$ cat src/rtl/qd_pkg.sv
package qd_pkg;

  typedef enum logic [1:0] {
    SG_IDLE = 2'd0,
    SG_ARM  = 2'd1,
    SG_LOW  = 2'd2,
    SG_GAP  = 2'd3
  } sg_state_e;

  // clockwise successor of a quadrature state {A,B}: 00->01->11->10->00
  function automatic logic [1:0] cw_next(input logic [1:0] s);
    case (s)
      2'b00:   cw_next = 2'b01;
      2'b01:   cw_next = 2'b11;
      2'b11:   cw_next = 2'b10;
      default: cw_next = 2'b00;
    endcase
  endfunction

endpackage

$ cat src/rtl/qd_sync_filter.sv
module qd_sync_filter #(
  parameter int FILT_CYCLES = 16
) (
  input  logic clk,
  input  logic rst_n,
  input  logic raw_i,
  output logic level_o
);
  localparam int CW = (FILT_CYCLES > 1) ? $clog2(FILT_CYCLES) : 1;

  logic [1:0]    sync_q;
  logic [CW-1:0] cnt_q;
  logic          level_q;

  always_ff @(posedge clk) begin
    if (!rst_n) begin
      sync_q  <= '0;
      cnt_q   <= '0;
      level_q <= 1'b0;
    end else begin
      sync_q <= {sync_q[0], raw_i};
      if (sync_q[1] == level_q) begin
        cnt_q <= '0;
      end else if (cnt_q == CW'(FILT_CYCLES - 1)) begin
        level_q <= sync_q[1];
        cnt_q   <= '0;
      end else begin
        cnt_q <= cnt_q + 1'b1;
      end
    end
  end

  assign level_o = level_q;

  // a new accepted level always equals the synchronized input that preceded it
  p_filter_accept_r2: assert property (@(posedge clk) disable iff (!rst_n)
    !$stable(level_q) |-> level_q == $past(sync_q[1]));

endmodule

$ cat src/rtl/qd_decoder.sv
module qd_decoder
  import qd_pkg::*;
(
  input  logic clk,
  input  logic rst_n,
  input  logic a_i,
  input  logic b_i,
  input  logic mode_x4_i,
  output logic req_o,
  output logic req_up_o,
  output logic illegal_o
);
  logic [1:0]        prev_q;
  logic [1:0]        cur;
  logic signed [2:0] quarter_q;
  logic              req_q, up_q, ill_q;
  logic              moved, both, is_cw;

  assign cur   = {a_i, b_i};
  assign moved = (cur != prev_q);
  assign both  = &(cur ^ prev_q);
  assign is_cw = (cur == cw_next(prev_q));

  always_ff @(posedge clk) begin
    if (!rst_n) begin
      prev_q    <= 2'b00;
      quarter_q <= '0;
      req_q     <= 1'b0;
      up_q      <= 1'b0;
      ill_q     <= 1'b0;
    end else begin
      req_q <= 1'b0;
      ill_q <= 1'b0;
      if (mode_x4_i) quarter_q <= '0;
      if (moved) begin
        prev_q <= cur;
        if (both) begin
          ill_q <= 1'b1;
        end else if (mode_x4_i) begin
          req_q <= 1'b1;
          up_q  <= is_cw;
        end else if (is_cw) begin
          if (quarter_q == 3'sd3) begin
            req_q     <= 1'b1;
            up_q      <= 1'b1;
            quarter_q <= '0;
          end else begin
            quarter_q <= quarter_q + 3'sd1;
          end
        end else begin
          if (quarter_q == -3'sd3) begin
            req_q     <= 1'b1;
            up_q      <= 1'b0;
            quarter_q <= '0;
          end else begin
            quarter_q <= quarter_q - 3'sd1;
          end
        end
      end
    end
  end

  assign req_o     = req_q;
  assign req_up_o  = up_q;
  assign illegal_o = ill_q;

  p_err_one_cycle_r8: assert property (@(posedge clk) disable iff (!rst_n)
    ill_q |=> !ill_q);

  p_err_no_req_r8: assert property (@(posedge clk) disable iff (!rst_n)
    ill_q |-> !req_q);

  p_quarter_range_r5: assert property (@(posedge clk) disable iff (!rst_n)
    (quarter_q <= 3'sd3) && (quarter_q >= -3'sd3));

  p_x4_no_accum_r5: assert property (@(posedge clk) disable iff (!rst_n)
    $past(mode_x4_i) |-> quarter_q == 3'sd0);

endmodule

$ cat src/rtl/qd_step_gen.sv
module qd_step_gen
  import qd_pkg::*;
#(
  parameter int PULSE_CYCLES = 4
) (
  input  logic clk,
  input  logic rst_n,
  input  logic req_i,
  input  logic req_up_i,
  output logic step_n_o,
  output logic dir_up_o
);
  localparam int PW = (PULSE_CYCLES > 1) ? $clog2(PULSE_CYCLES) : 1;
  localparam int RW = $clog2(PULSE_CYCLES + 1);

  sg_state_e     st_q;
  logic [PW-1:0] cnt_q;
  logic          pend_q, pend_up_q, dir_q, step_n_q;

  always_ff @(posedge clk) begin
    if (!rst_n) begin
      st_q      <= SG_IDLE;
      cnt_q     <= '0;
      pend_q    <= 1'b0;
      pend_up_q <= 1'b0;
      dir_q     <= 1'b0;
      step_n_q  <= 1'b1;
    end else begin
      if (st_q == SG_IDLE) begin
        if (pend_q) begin
          dir_q <= pend_up_q;
          st_q  <= SG_ARM;
          if (req_i) begin
            pend_up_q <= req_up_i;
          end else begin
            pend_q <= 1'b0;
          end
        end else if (req_i) begin
          dir_q <= req_up_i;
          st_q  <= SG_ARM;
        end
      end else if (req_i) begin
        pend_q    <= 1'b1;
        pend_up_q <= req_up_i;
      end
      case (st_q)
        SG_ARM: begin
          st_q     <= SG_LOW;
          cnt_q    <= '0;
          step_n_q <= 1'b0;
        end
        SG_LOW: begin
          if (cnt_q == PW'(PULSE_CYCLES - 1)) begin
            step_n_q <= 1'b1;
            st_q     <= SG_GAP;
          end else begin
            cnt_q <= cnt_q + 1'b1;
          end
        end
        SG_GAP:  st_q <= SG_IDLE;
        default: ;
      endcase
    end
  end

  assign step_n_o = step_n_q;
  assign dir_up_o = dir_q;

  // checker-side run length of the low phase
  logic [RW-1:0] low_run_q;
  always_ff @(posedge clk) begin
    if (!rst_n) low_run_q <= '0;
    else        low_run_q <= step_n_q ? '0 : low_run_q + 1'b1;
  end

  p_dir_setup_r6: assert property (@(posedge clk) disable iff (!rst_n)
    $fell(step_n_q) |-> $stable(dir_q));

  p_dir_hold_r6: assert property (@(posedge clk) disable iff (!rst_n)
    (!step_n_q && $past(!step_n_q)) |-> $stable(dir_q));

  p_low_bound_r7: assert property (@(posedge clk) disable iff (!rst_n)
    !step_n_q |-> low_run_q < RW'(PULSE_CYCLES));

  p_low_width_r7: assert property (@(posedge clk) disable iff (!rst_n)
    $rose(step_n_q) |-> $past(low_run_q) == RW'(PULSE_CYCLES - 1));

  p_no_overflow_r9: assert property (@(posedge clk) disable iff (!rst_n)
    (pend_q && st_q != SG_IDLE) |-> !req_i);

endmodule

$ cat src/rtl/quad_step_conv.sv
module quad_step_conv #(
  parameter int FILT_CYCLES  = 16,
  parameter int PULSE_CYCLES = 4
) (
  input  logic clk,
  input  logic rst_n,
  input  logic enc_a_i,
  input  logic enc_b_i,
  input  logic mode_x4_i,
  output logic step_n_o,
  output logic dir_up_o,
  output logic illegal_o
);
  localparam int NCH = 2;

  // a strobe plus its setup and gap must fit between two accepted changes of one contact
  initial begin
    p_param_fit_r9: assert (2 * (PULSE_CYCLES + 2) <= FILT_CYCLES && PULSE_CYCLES >= 1);
  end

  logic [NCH-1:0] raw, lvl;
  logic           req, req_up;

  assign raw = {enc_a_i, enc_b_i};

  for (genvar g = 0; g < NCH; g++) begin : g_ch
    qd_sync_filter #(.FILT_CYCLES(FILT_CYCLES)) u_filt (
      .clk     (clk),
      .rst_n   (rst_n),
      .raw_i   (raw[g]),
      .level_o (lvl[g])
    );
  end

  qd_decoder u_dec (
    .clk       (clk),
    .rst_n     (rst_n),
    .a_i       (lvl[1]),
    .b_i       (lvl[0]),
    .mode_x4_i (mode_x4_i),
    .req_o     (req),
    .req_up_o  (req_up),
    .illegal_o (illegal_o)
  );

  qd_step_gen #(.PULSE_CYCLES(PULSE_CYCLES)) u_step (
    .clk      (clk),
    .rst_n    (rst_n),
    .req_i    (req),
    .req_up_i (req_up),
    .step_n_o (step_n_o),
    .dir_up_o (dir_up_o)
  );

  p_reset_idle_r1: assert property (@(posedge clk)
    $past(!rst_n) |-> (step_n_o && !illegal_o));

endmodule

$ cat config.mk
export PLATFORM = sky130hd
export DESIGN_NAME = quad_step_conv
export DESIGN_NICKNAME = d
export VERILOG_FILES = /design/src/rtl/qd_pkg.sv /design/src/rtl/qd_sync_filter.sv /design/src/rtl/qd_decoder.sv /design/src/rtl/qd_step_gen.sv /design/src/rtl/quad_step_conv.sv
export SDC_FILE = /design/constraint.sdc
export NUM_CORES = 1
export LEC_CHECK = 0
export BUFFER_PORTS_ARGS = -buffer_cell sky130_fd_sc_hd__buf_2
export CAP_MARGIN = 0
export CELL_PAD_IN_SITES_DETAIL_PLACEMENT = 1
export CELL_PAD_IN_SITES_GLOBAL_PLACEMENT = 1
export CORE_AREA = 8 8 65 67
export CTS_BUF_LIST = sky130_fd_sc_hd__clkbuf_8
export DETAILED_ROUTE_END_ITERATION = 8
export DIE_AREA = 0 0 73 75
export HOLD_SLACK_MARGIN = 0.03
export PLACE_DENSITY_LB_ADDON = 0.1
export RECOVER_POWER = 100
export SLEW_MARGIN = 0
export SYNTH_ARGS = -nofsm -noshare
export SYNTH_HDL_FRONTEND = slang
export SYNTH_HIERARCHICAL = 1
export SYNTH_SLANG_ARGS = --single-unit
$ cat constraint.sdc
create_clock -name clk -period 1.25 [get_ports clk]
set_input_delay 0.25 -clock clk [delete_from_list [all_inputs] [get_ports clk]]
set_output_delay 0.25 -clock clk [all_outputs]
set_load 0.1 [all_outputs]
==> out/metrics.yaml, run 1 <==
combPwrFrac_pct: 2.3
drive_gt1_share_pct: 27.27
wl_per_cell_um: 13.24
top_usage_layer: "met2"
holdWs_ns: 0.1793
required_ns: 1.43
crit_fanout: 3
io_pins: 8
start_util_pct: 41.35
maxCapViolCount: 0
fin_util_pct: 53.43
via_per_inst: 4.860
post-place-ws_ns: -0.1383
synth.distinct_cells: 33
grt.overflow.total: 0
p_sw_share_pct: 20.50
start_kind: "register"
power_mw: 1.759
violations: "setup timing"
postSynthAreaPerCell_sq_um: 10.12
reg2reg_slack_ns: -0.06
crit_path_cell_trace: "xor2_4 > xor2_1 > o21ai_1 > a221oi_1"
hp-class: "primary input to register"
synth_common_cells: "30 x dfxtp_1, 10 x ha_1, 9 x nor2_1, 8 x inv_1, 8 x xor2_1"
clk_path_buf_depth: 2
area_growth_pct: 29.21
ant_nets: 0
crit-reg2reg-launch: "u_dec/prev_q[1]"
place_hpwl_mm: 1.949
synthCells: 132
p_int_mw: 1.399
synth_seq_area_share_pct: 44.94
ir_drop_v: 0.0006617
synth_top_area_share_pct: 44.94
synth.net_count: 147
slew_headroom_pct: 85.73
setup.worst_path.start: "u_dec/prev_q[1]"
cts_hold_buf: 0
grt.met3_usage_pct: 5.459
grt.met2_usage_pct: 17.97
dr.pass1.iters: 2
clock_power_share_pct: 43.0
p_per_area_nw_per_um2: 1019
hold_viol: 0
synthTopCellsByArea: "dfxtp_1 45%, ha_1 9.4%, xor2_1 5.2%"
synth-main-ff-cell: "dfxtp_1"
core_sq_um: 3232
r2r-end: "u_dec/req_up_o"
yosysTopAreaCell: "dfxtp_1"
track_usage_pct: 11.07
cts_root_buffer: "clkbuf_8"
fin_crit_ns: 1.308
crit_type: "register to register"
cp_num_cells: 4
status: "complete, but fails checks"
grt_max_degree: 11
io_buffers: 7
yosysMostFrequentCell: "dfxtp_1"
grt_pass1_vias: 1044
r2r_cells: 4
slowest_delay_ns: 0.43
fin_setup_tns_ns: -0.1372
cpMaxStageDelayCell: "dfxtp_2"
hold_depth: 2
gp_congestion: 0.7722
die_h_um: 75
crit_path_end_kind: "register"
power.share.sequential_pct: 54.6
p_leak_nw: 0.7462
switching_power_mw: 0.3607
cts_made_buffers: 5
skew_ns: 0.003347
ys_async_sr_fraction_pct: 0
dieArea_sq_um: 5475
dr_total_vias: 972
cts_tree: "built"
grt_use_met1_pct: 11.80
diodes: 0
ys_warn_count: 6
h-tree-depth: 2
tightestPinTransition_ns: 0.2080
path_clk_slew_ns: 0.06
final.setup.worst_slack_ns: -0.05785
drc: 0
insertion_delay_ns: 0.28
setup_violations: 4
slew_violations: 0
fmax_mhz: 764.6
crit_end: "u_dec/req_up_o"
cp_top_family: "flip-flops"
fin_crit_sh_pct: 104.6
drt_wl_total_mm: 2.648
antenna_found_initial: 0
fp-row-count: 21
path_buf_inv: 0
rsz0062_at_grt: "yes"
clock-sinks: 30
fin_nets: 170
grt_pass1_wl_mm: 4.512
crit_arrival_ns: 1.49
synth_area_sq_um: 1336
drt_iter0_drc: 14
synth-edff-count: 0
die_x_um: 73
postSynthRegisterBits: 30
## cell type report
| class | instances | area (sq um) |
|---|---|---|
| clock buffers | 6 | 82.58 |
| fillers | 366 | 1505 |
| inverters | 8 | 30.03 |
| multi-input cells | 93 | 787.0 |
| flip-flops and latches | 30 | 615.6 |
| well taps | 46 | 57.56 |
| repair buffers | 17 | 153.9 |
## logic make-up (layout without fill, tap and decap cells)
| family | count (synthesis) | in the layout | share of synthesized area [%] |
|---|---|---|---|
| flip-flops | 30 | 30 | 44.94 |
| buffers and inverters | 9 | 31 | 2.621 |
| XOR/XNOR | 13 | 13 | 9.083 |
| AND/OR/NAND/NOR | 45 | 45 | 19.85 |
| adder cells (fa/ha/maj) | 11 | 11 | 10.21 |
| AO/OA/AOI/OAI | 17 | 17 | 7.959 |
| multiplexers | 7 | 7 | 5.337 |
## cells in the final DEF, fill, tap and decap left out, types with 2 or more instances in the layout
master / synthesis / routed
xnor2_4: 0 / 2
nand3_1: 6 / 6
and3_2: 2 / 2
a21oi_1: 4 / 4
o21ai_0: 4 / 3
nor2_1: 9 / 9
buf_12: 0 / 3
ha_2: 0 / 2
o21ai_1: 3 / 4
clkbuf_1: 0 / 2
xor2_1: 8 / 7
mux2i_1: 6 / 6
inv_1: 8 / 7
nand2b_1: 3 / 3
or3_1: 3 / 3
nor2b_1: 5 / 5
dfxtp_4: 0 / 3
ha_1: 10 / 8
buf_4: 0 / 8
buf_2: 1 / 3
dfxtp_1: 30 / 24
nand2_1: 3 / 3
clkbuf_8: 0 / 6
dfxtp_2: 0 / 3
xor2_4: 0 / 2
and2_1: 7 / 5
and2_0: 0 / 2
## sequential cells by signal, indices dropped and copies added (netlist names)
name,cells
g_ch.u_filt/cnt_q,8
g_ch.u_filt/level_o,2
g_ch.u_filt/sync_q,4
u_dec/illegal_o,1
u_dec/prev_q,2
u_dec/quarter_q,3
u_dec/req_o,1
u_dec/req_up_o,1
u_step/cnt_q,2
u_step/dir_up_o,1
u_step/pend_q,1
u_step/pend_up_q,1
u_step/st_q,2
u_step/step_n_o,1
## power groups by stage
stage / registers [mW] / logic (mW) / clock network (mW)
after detailed placement: 0.989 / 0.0426 / 0
after floorplan: 0.988 / 0.0192 / 0
after CTS: 0.963 / 0.0432 / 0.789
after global routing: 0.961 / 0.0460 / 0.836
after global placement: 0.989 / 0.0418 / 0
final: 0.962 / 0.0410 / 0.757
## routing by layer
layer  wire (um)  vias to the layer above
li1            -                      489
met1        1205                      468
met2        1292                       11
met3         108                        4
met4          41                        0
met5           0                        -
## how the worst min path moves through the flow
stage | startpoint | to | slack, ns
floorplan | rst_n | g_ch[0].u_filt/sync_q[0] | 0.37
global placement | g_ch[0].u_filt/sync_q[0] | g_ch[0].u_filt/sync_q[1] | 0.41
detailed placement | g_ch[1].u_filt/sync_q[0] | g_ch[1].u_filt/sync_q[1] | 0.42
CTS | enc_b_i | g_ch[0].u_filt/sync_q[0] | 0.17
global route | enc_b_i | g_ch[0].u_filt/sync_q[0] | 0.18
finish | enc_b_i | g_ch[0].u_filt/sync_q[0] | 0.18
## through the flow
stage | instance area [sq um] | std cells
CTS | 1669 | 198
global route | 1727 | 200
floorplan | 1346 | 132
global placement | 1531 | 191
finish | 1727 | 200
detailed placement | 1531 | 191
## repair_timing
item                       in CTS  in global routing
buffers inserted                1                  2
setup endpoints to repair       5                  8
pin swaps                       6                  2
gates cloned                    0                  0
resized for setup              11                 10
No activity file was read; power rests on OpenSTA's default activity.
==> inputs of run 2 (changes only) <==
--- a/config.mk
+++ b/config.mk
@@ -5,14 +5,15 @@
 export SDC_FILE = /design/constraint.sdc
 export NUM_CORES = 1
 export LEC_CHECK = 0
+export ABC_AREA = 1
 export BUFFER_PORTS_ARGS = -buffer_cell sky130_fd_sc_hd__buf_2
 export CAP_MARGIN = 0
 export CELL_PAD_IN_SITES_DETAIL_PLACEMENT = 1
 export CELL_PAD_IN_SITES_GLOBAL_PLACEMENT = 1
-export CORE_AREA = 8 8 65 67
+export CORE_AREA = 8 8 70 72
 export CTS_BUF_LIST = sky130_fd_sc_hd__clkbuf_8
 export DETAILED_ROUTE_END_ITERATION = 8
-export DIE_AREA = 0 0 73 75
+export DIE_AREA = 0 0 78 80
 export HOLD_SLACK_MARGIN = 0.03
 export PLACE_DENSITY_LB_ADDON = 0.1
 export RECOVER_POWER = 100
==> run 2 against run 1 <==
- the flow now finishes without violations
- highest routed layer unchanged
- sequential power grew 0.5%
- critical endpoint is now u_dec/quarter_q[1]
- sequential share of layout area shrank 1.7 points
- non-clock buffer count shrank 6
- setup slack gained 0.13 ns
- synthesized cell count grew 55%
- first-iteration DRC count grew 110%
- area after synthesis grew 13%
- largest power group unchanged
- global-route usage shrank 0.10 points
- critical path depth grew 5
==> out/metrics.yaml, run 2 <==
synth_area_sq_um: 1513  # was 1336 sq um
dpl.cell_count: 265  # was 191
core_sq_um: 3856  # was 3232 sq um
slew_violations: 0  # unchanged
crit_arrival_ns: 1.39  # was 1.49 ns
clock-sinks: 30  # unchanged
yosysTopAreaCell: "dfxtp_1"  # unchanged
synthTopCellsByArea: "dfxtp_1 40%, nand2_1 12%, ha_1 8.3%"  # was dfxtp_1 45%, ha_1 9.4%, xor2_1 5.2%
top_regs: "g_ch.u_filt/cnt_q: 8 flops, g_ch.u_filt/sync_q: 4 flops, u_dec/quarter_q: 3 flops"  # unchanged
cts_tree: "built"  # unchanged
synth.net_count: 219  # was 147
final_common_cell: "nand2_1"  # was dfxtp_1
hp-class: "primary input to register"  # unchanged
dieArea_sq_um: 6240  # was 5475 sq um
postSynthAreaPerCell_sq_um: 7.415  # was 10.12 sq um
hold_viol: 0  # unchanged
clk_path_buf_depth: 2  # unchanged
die_h_um: 80  # was 75 um
status: "complete, no violations"  # was complete, but fails checks
crit_fanout: 3  # unchanged
ys_warn_count: 6  # unchanged
cts_root_buffer: "clkbuf_8"  # unchanged
io_pins: 8  # unchanged
antenna_found_initial: 0  # unchanged
regMostFlops: "g_ch.u_filt/cnt_q"  # unchanged
insertion_delay_ns: 0.27  # was 0.28 ns
place_hpwl_mm: 2.508  # was 1.949 mm
wl_per_cell_um: 11.36  # was 13.24 um
tightestPinTransition_ns: 0.2013  # was 0.2080 ns
crit_path_end_kind: "register"  # unchanged
finalNonFillerCells: 273  # was 200
postSynthRegisterBits: 30  # unchanged
p_per_area_nw_per_um2: 1003  # was 1019 nW/um^2
rsz0062_at_grt: "yes"  # unchanged
crit_type: "register to register"  # unchanged
h-tree-depth: 2  # unchanged
ys_async_sr_fraction_pct: 0  # unchanged
start_util_pct: 39.23  # was 41.35%
drt_wl_total_mm: 3.102  # was 2.648 mm
grt_pass1_vias: 1373  # was 1044
maxCapViolCount: 0  # unchanged
required_ns: 1.46  # was 1.43 ns
io_buffers: 7  # unchanged
fin_nets: 237  # was 170
die_x_um: 78  # was 73 um
cts_hold_buf: 0  # unchanged
yosysMostFrequentCell: "nand2_1"  # was dfxtp_1
dr.pass1.iters: 3  # was 2
via_per_inst: 4.667  # was 4.860
fp-row-count: 23  # was 21
fin_crit_sh_pct: 94.39  # was 104.6%
synth_top_area_share_pct: 39.70  # was 44.94%
start_kind: "register"  # unchanged
grt_pass1_wl_mm: 5.575  # was 4.512 mm
slew_headroom_pct: 86.58  # was 85.73%
gp_congestion: 0.8115  # was 0.7722
fin_crit_ns: 1.180  # was 1.308 ns
fill_cells: 501  # was 366
grt.overflow.total: 0  # unchanged
drt_iter0_drc: 30  # was 14
skew_ns: 0.002629  # was 0.003347 ns
ir_drop_v: 0.0005678  # was 0.0006617 V
drive_gt1_share_pct: 23.77  # was 27.27%
synth.distinct_cells: 24  # was 33
synth-edff-count: 0  # unchanged
fin_util_pct: 46.63  # was 53.43%
path_clk_slew_ns: 0.06  # about the same
grt_max_degree: 10  # was 11
cts_made_buffers: 5  # unchanged
area_growth_pct: 18.86  # was 29.21%
p_leak_nw: 0.8404  # was 0.7462 nW
diodes: 0  # unchanged
setup_violations: 0  # was 4
synthCells: 204  # was 132
cts_resized: 0  # was 11
ant_nets: 0  # unchanged
track_usage_pct: 10.97  # was 11.07%
cts_setup_buffers: 0  # was 1
dr_total_vias: 1274  # was 972
fmax_mhz: 847.6  # was 764.6 MHz
synth_common_cells: "47 x nand2_1, 31 x inv_1, 30 x dfxtp_1, 30 x nor2_1, 10 x ha_1"  # was 30 x dfxtp_1, 10 x ha_1, 9 x nor2_1, 8 x inv_1, 8 x xor2_1
synth_seq_area_share_pct: 39.70  # was 44.94%
largest_reg_flops: 8  # unchanged
drc: 0  # unchanged
final_cell_mix: "45 x nand2_1, 32 x inv_1, 30 x nor2_1"  # was 24 x dfxtp_1, 9 x nor2_1, 8 x ha_1, 8 x buf_4
synth-main-ff-cell: "dfxtp_1"  # unchanged
run 2: changes by cell type after synthesis, moves of 6 or more:
cell | previous run | this run
mux2i_1 | 6 | 0
and2_1 | 7 | 0
inv_1 | 8 | 31
nor2_1 | 9 | 30
xor2_1 | 8 | 0
nand2_1 | 3 | 47
run 2: path summary, 6_finish.rpt:
path | start | to | slack [ns] | depth (start not counted)
max | u_dec/quarter_q[1] | u_dec/quarter_q[1] | 0.07 | 9
min | enc_b_i | g_ch[0].u_filt/sync_q[0] | 0.16 | 3
min reg2reg | g_ch[0].u_filt/sync_q[0] | g_ch[0].u_filt/sync_q[1] | 0.42 | 2
max reg2reg | u_dec/quarter_q[1] | u_dec/quarter_q[1] | 0.07 | 9
run 2: metal layers:
layer	vias up	part of all wire, %	global-route usage, %
met1	598	42	10.31
li1	664	-	-
met5	-	0	0
met3	4	2.2	2.477
met2	8	54	21.39
met4	0	1.4	6.111
run 2: power by group:
part	leakage, nW	total (mW)	switching, mW	internal, mW
logic	0.542	0.0568	0.0354	0.0214
registers	0.246	0.967	0.00519	0.962
clock network	0.0524	0.779	0.345	0.435
run 2: cells by family (layout without fill, tap and decap cells):
family	count (synthesis)	after routing	synth area share, %
buffers and inverters	37	56	9.512
adders and majority gates	10	10	8.271
and+or+nand+nor	109	109	34.49
AOI/OAI and AO/OA	15	15	6.286
xor gates and xnor gates	3	3	1.737
DFF	30	30	39.70
run 2: worst max-delay path: stages (launching register included):
cell     delay [ns]
dfxtp_2        0.34
inv_1          0.07
ha_1           0.19
nand2_2        0.10
inv_1          0.06
nor2_1         0.09
nand2_1        0.05
o21ai_1        0.07
nor2_1         0.05
nor2_1         0.08
run 2: per-stage QoR:
step                hold slack, ns  setup WS, ns  power (mW)  TNS (ns)  instance area, sq um
CTS                         0.1527       0.01099       1.847         0                  1778
floorplan                   0.3435       0.03976       1.019         0                  1514
finish                      0.1593       0.07015       1.803         0                  1798
detailed placement          0.4117       0.03033       1.049         0                  1687
global route                0.1724      -0.04231       1.880  -0.04231                  1798
global placement            0.3929       0.07897       1.046         0                  1687
run 2: area by class of cell:
class / instances / area [sq um] / area share [%]
clock buffers: 6 / 82.58 / 4.593
clock inverters: 2 / 8.758 / 0.4871
inverters: 37 / 143.9 / 8.003
multi-input cells: 137 / 779.5 / 43.35
flip-flops and latches: 30 / 610.6 / 33.96
well taps: 50 / 62.56 / 3.479
repair buffers: 11 / 110.1 / 6.124
==> inputs of run 3 (changes only) <==
--- a/config.mk
+++ b/config.mk
@@ -10,13 +10,13 @@
 export CAP_MARGIN = 0
 export CELL_PAD_IN_SITES_DETAIL_PLACEMENT = 1
 export CELL_PAD_IN_SITES_GLOBAL_PLACEMENT = 1
-export CORE_AREA = 8 8 70 72
+export CORE_AREA = 3 3 65 67
 export CTS_BUF_LIST = sky130_fd_sc_hd__clkbuf_8
 export DETAILED_ROUTE_END_ITERATION = 8
-export DIE_AREA = 0 0 78 80
+export DIE_AREA = 0 0 68 70
 export HOLD_SLACK_MARGIN = 0.03
 export PLACE_DENSITY_LB_ADDON = 0.1
-export RECOVER_POWER = 100
+export RECOVER_POWER = 25
 export SLEW_MARGIN = 0
 export SYNTH_ARGS = -nofsm -noshare
 export SYNTH_HDL_FRONTEND = slang
==> run 3 against run 2 <==
- global-route usage grew 4.1 points
- combinational power is 2% lower
- final area is 2.4% higher
- worst hold slack got worse by 0.0026 ns
- sequential power barely moved
- register-to-register slack lost 0.03 ns
- count of clock-buffer cells in the layout unchanged
- cell count down 0.73%
- power grew 0.99%
- critical endpoint unchanged
- largest cell class unchanged
==> out/metrics.yaml, run 3 (synthesis results as in run 2) <==
crit_end: "u_dec/quarter_q[1]"  # unchanged
cpMaxStageDelayCell: "dfxtp_4"  # was dfxtp_2
r2r_cells: 9  # unchanged
slowest_delay_ns: 0.37  # was 0.34 ns
dr.pass1.iters: 4  # was 3
fin_crit_sh_pct: 97.09  # was 94.39%
drt_iter0_drc: 28  # was 30
dpl.cell_count: 263  # was 265
die_x_um: 68  # was 78 um
start_kind: "register"  # unchanged
area_growth_pct: 21.67  # was 18.86%
fin_crit_ns: 1.214  # was 1.180 ns
top_usage_layer: "met2"  # unchanged
grt_use_met1_pct: 16.36  # was 10.31%
grt.met2_usage_pct: 27.09  # was 21.39%
cp_common_cell: "nor2_1"  # unchanged
track_usage_pct: 15.05  # was 10.97%
placed_area_sq_um: 1684  # was 1687 sq um
ir_drop_v: 0.0005950  # was 0.0005678 V
cts_made_buffers: 5  # unchanged
fin_nets: 237  # unchanged
status: "complete, no violations"  # unchanged
crit_type: "register to register"  # unchanged
p_per_area_nw_per_um2: 989.4  # was 1003 nW/um^2
die_h_um: 70  # was 80 um
io_buffers: 7  # unchanged
crit_arrival_ns: 1.43  # was 1.39 ns
path_buf_inv: 2  # unchanged
tightestPinTransition_ns: 0.4825  # was 0.2013 ns
drc: 0  # unchanged
hp-class: "primary input to register"  # unchanged
crit_path_cell_trace: "inv_2 > ha_4 > nand2_4 > inv_4 > nor2_2 > nand2_1 > o21ai_1 > nor2_1 > nor2_1"  # was inv_1 > ha_1 > nand2_2 > inv_1 > nor2_1 > nand2_1 > o21ai_1 > nor2_1 > nor2_1
maxCapViolCount: 0  # unchanged
cp_top_family: "simple AND/OR/NAND/NOR gates"  # unchanged
hold_viol: 0  # unchanged
setup_violations: 0  # unchanged
crit_path_end_kind: "register"  # unchanged
start_util_pct: 41.01  # was 39.23%
fmax_mhz: 824.0  # was 847.6 MHz
grt.met3_usage_pct: 3.859  # was 2.477%
insertion_delay_ns: 0.28  # was 0.27 ns
setup.worst_path.start: "u_dec/quarter_q[1]"  # unchanged
cts_tree: "built"  # unchanged
via_per_inst: 4.679  # was 4.667
slew_headroom_pct: 67.83  # was 86.58%
clock-sinks: 30  # unchanged
dr_total_vias: 1268  # was 1274
io_pins: 8  # unchanged
crit-reg2reg-launch: "u_dec/quarter_q[1]"  # unchanged
finalNonFillerCells: 271  # was 273
place_hpwl_mm: 2.433  # was 2.508 mm
h-tree-depth: 2  # unchanged
ant_nets: 0  # unchanged
cp_num_cells: 9  # unchanged
dieArea_sq_um: 4760  # was 6240 sq um
reg2reg_slack_ns: 0.04  # was 0.07 ns
drt_wl_total_mm: 3.130  # was 3.102 mm
wl_per_cell_um: 11.55  # was 11.36 um
required_ns: 1.46  # about the same
final_common_cell: "nand2_1"  # unchanged
clk_path_buf_depth: 2  # unchanged
drive_gt1_share_pct: 26.01  # was 23.77%
diodes: 0  # unchanged
grt_pass1_wl_mm: 5.533  # was 5.575 mm
fin_setup_tns_ns: 0  # unchanged
grt_pass1_vias: 1333  # was 1373
grt_max_degree: 11  # was 10
fin_util_pct: 49.90  # was 46.63%
grt.overflow.total: 0  # unchanged
regMostFlops: "g_ch.u_filt/cnt_q"  # unchanged
skew_ns: 0.004267  # was 0.002629 ns
antenna_found_initial: 0  # unchanged
design_area_sq_um: 1841  # was 1798 sq um
cts_setup_buffers: 0  # unchanged
crit_fanout: 3  # unchanged
cts_root_buffer: "clkbuf_8"  # unchanged
fp-row-count: 22  # was 23
r2r-end: "u_dec/quarter_q[1]"  # unchanged
gp_congestion: 0.7341  # was 0.8115
p_leak_nw: 0.8445  # was 0.8404 nW
final_cell_mix: "46 x nand2_1, 29 x nor2_1, 28 x inv_1"  # was 45 x nand2_1, 32 x inv_1, 30 x nor2_1
slew_violations: 0  # unchanged
hp-start: "enc_a_i"  # was enc_b_i
path_clk_slew_ns: 0.06  # about the same
top_regs: "g_ch.u_filt/cnt_q: 8 flops, g_ch.u_filt/sync_q: 4 flops, u_dec/quarter_q: 3 flops"  # unchanged
holdWs_ns: 0.1567  # was 0.1593 ns
largest_reg_flops: 8  # unchanged
core_sq_um: 3689  # was 3856 sq um
## run 3: changes by cell type in the layout (fill, tap and decap cells not counted), sizes merged
cell      change
clkinvlp      +1
buf           -2
clkbuf        +2
inv           -1
## run 3: tightest hold or removal path, delay by kind of cell
kind	cells	cell delay, ns
buf+inv	2	0.12
simple gates	1	0.04
## run 3: how the worst min path moves through the flow
stage | endpoint | cells past startpoint
after floorplan | g_ch[0].u_filt/sync_q[0] | 2
after global placement | g_ch[0].u_filt/sync_q[1] | 2
after detailed placement | g_ch[1].u_filt/sync_q[1] | 2
after CTS | g_ch[0].u_filt/sync_q[0] | 3
after global routing | g_ch[1].u_filt/sync_q[0] | 3
final | g_ch[1].u_filt/sync_q[0] | 3
## run 3: final cells by class
| cell class | instances | area, sq um |
|---|---|---|
| Sequential cell | 30 | 614.3 |
| Clock inverter | 2 | 12.51 |
| Timing Repair Buffer | 11 | 105.1 |
| Inverter | 37 | 146.4 |
| Tap cell | 48 | 60.06 |
| Clock buffer | 6 | 82.58 |
| Multi-Input combinational cell | 137 | 819.5 |
| Fill cell | 461 | 1848 |
## run 3: metal layers
metal  wire length (um)  up-vias
met3                103        4
met4                 29        0
met2               1666       13
met5                  0        -
met1               1330      586
li1                   -      665
## run 3: power by group
group | leakage (nW) | total [mW] | switching [mW] | internal (mW)
combinational | 0.550 | 0.0554 | 0.0358 | 0.0195
clock | 0.0472 | 0.801 | 0.360 | 0.441
sequential | 0.247 | 0.964 | 0.00504 | 0.959
## run 3: what timing repair did
item,in CTS,in global routing
hold buffers,0,0
gates resized for setup,3,18
pin swaps,0,2
endpoints found under the setup margin,1,4
## run 3: stage by stage
step           setup WS [ns]  power, mW
2_1_floorplan        0.03976      1.019
3_3_place_gp         0.08173      1.046
3_5_place_dp        -0.04427      1.049
4_1_cts              0.01534      1.872
5_1_grt             -0.05409      1.912
6_report             0.03642      1.821
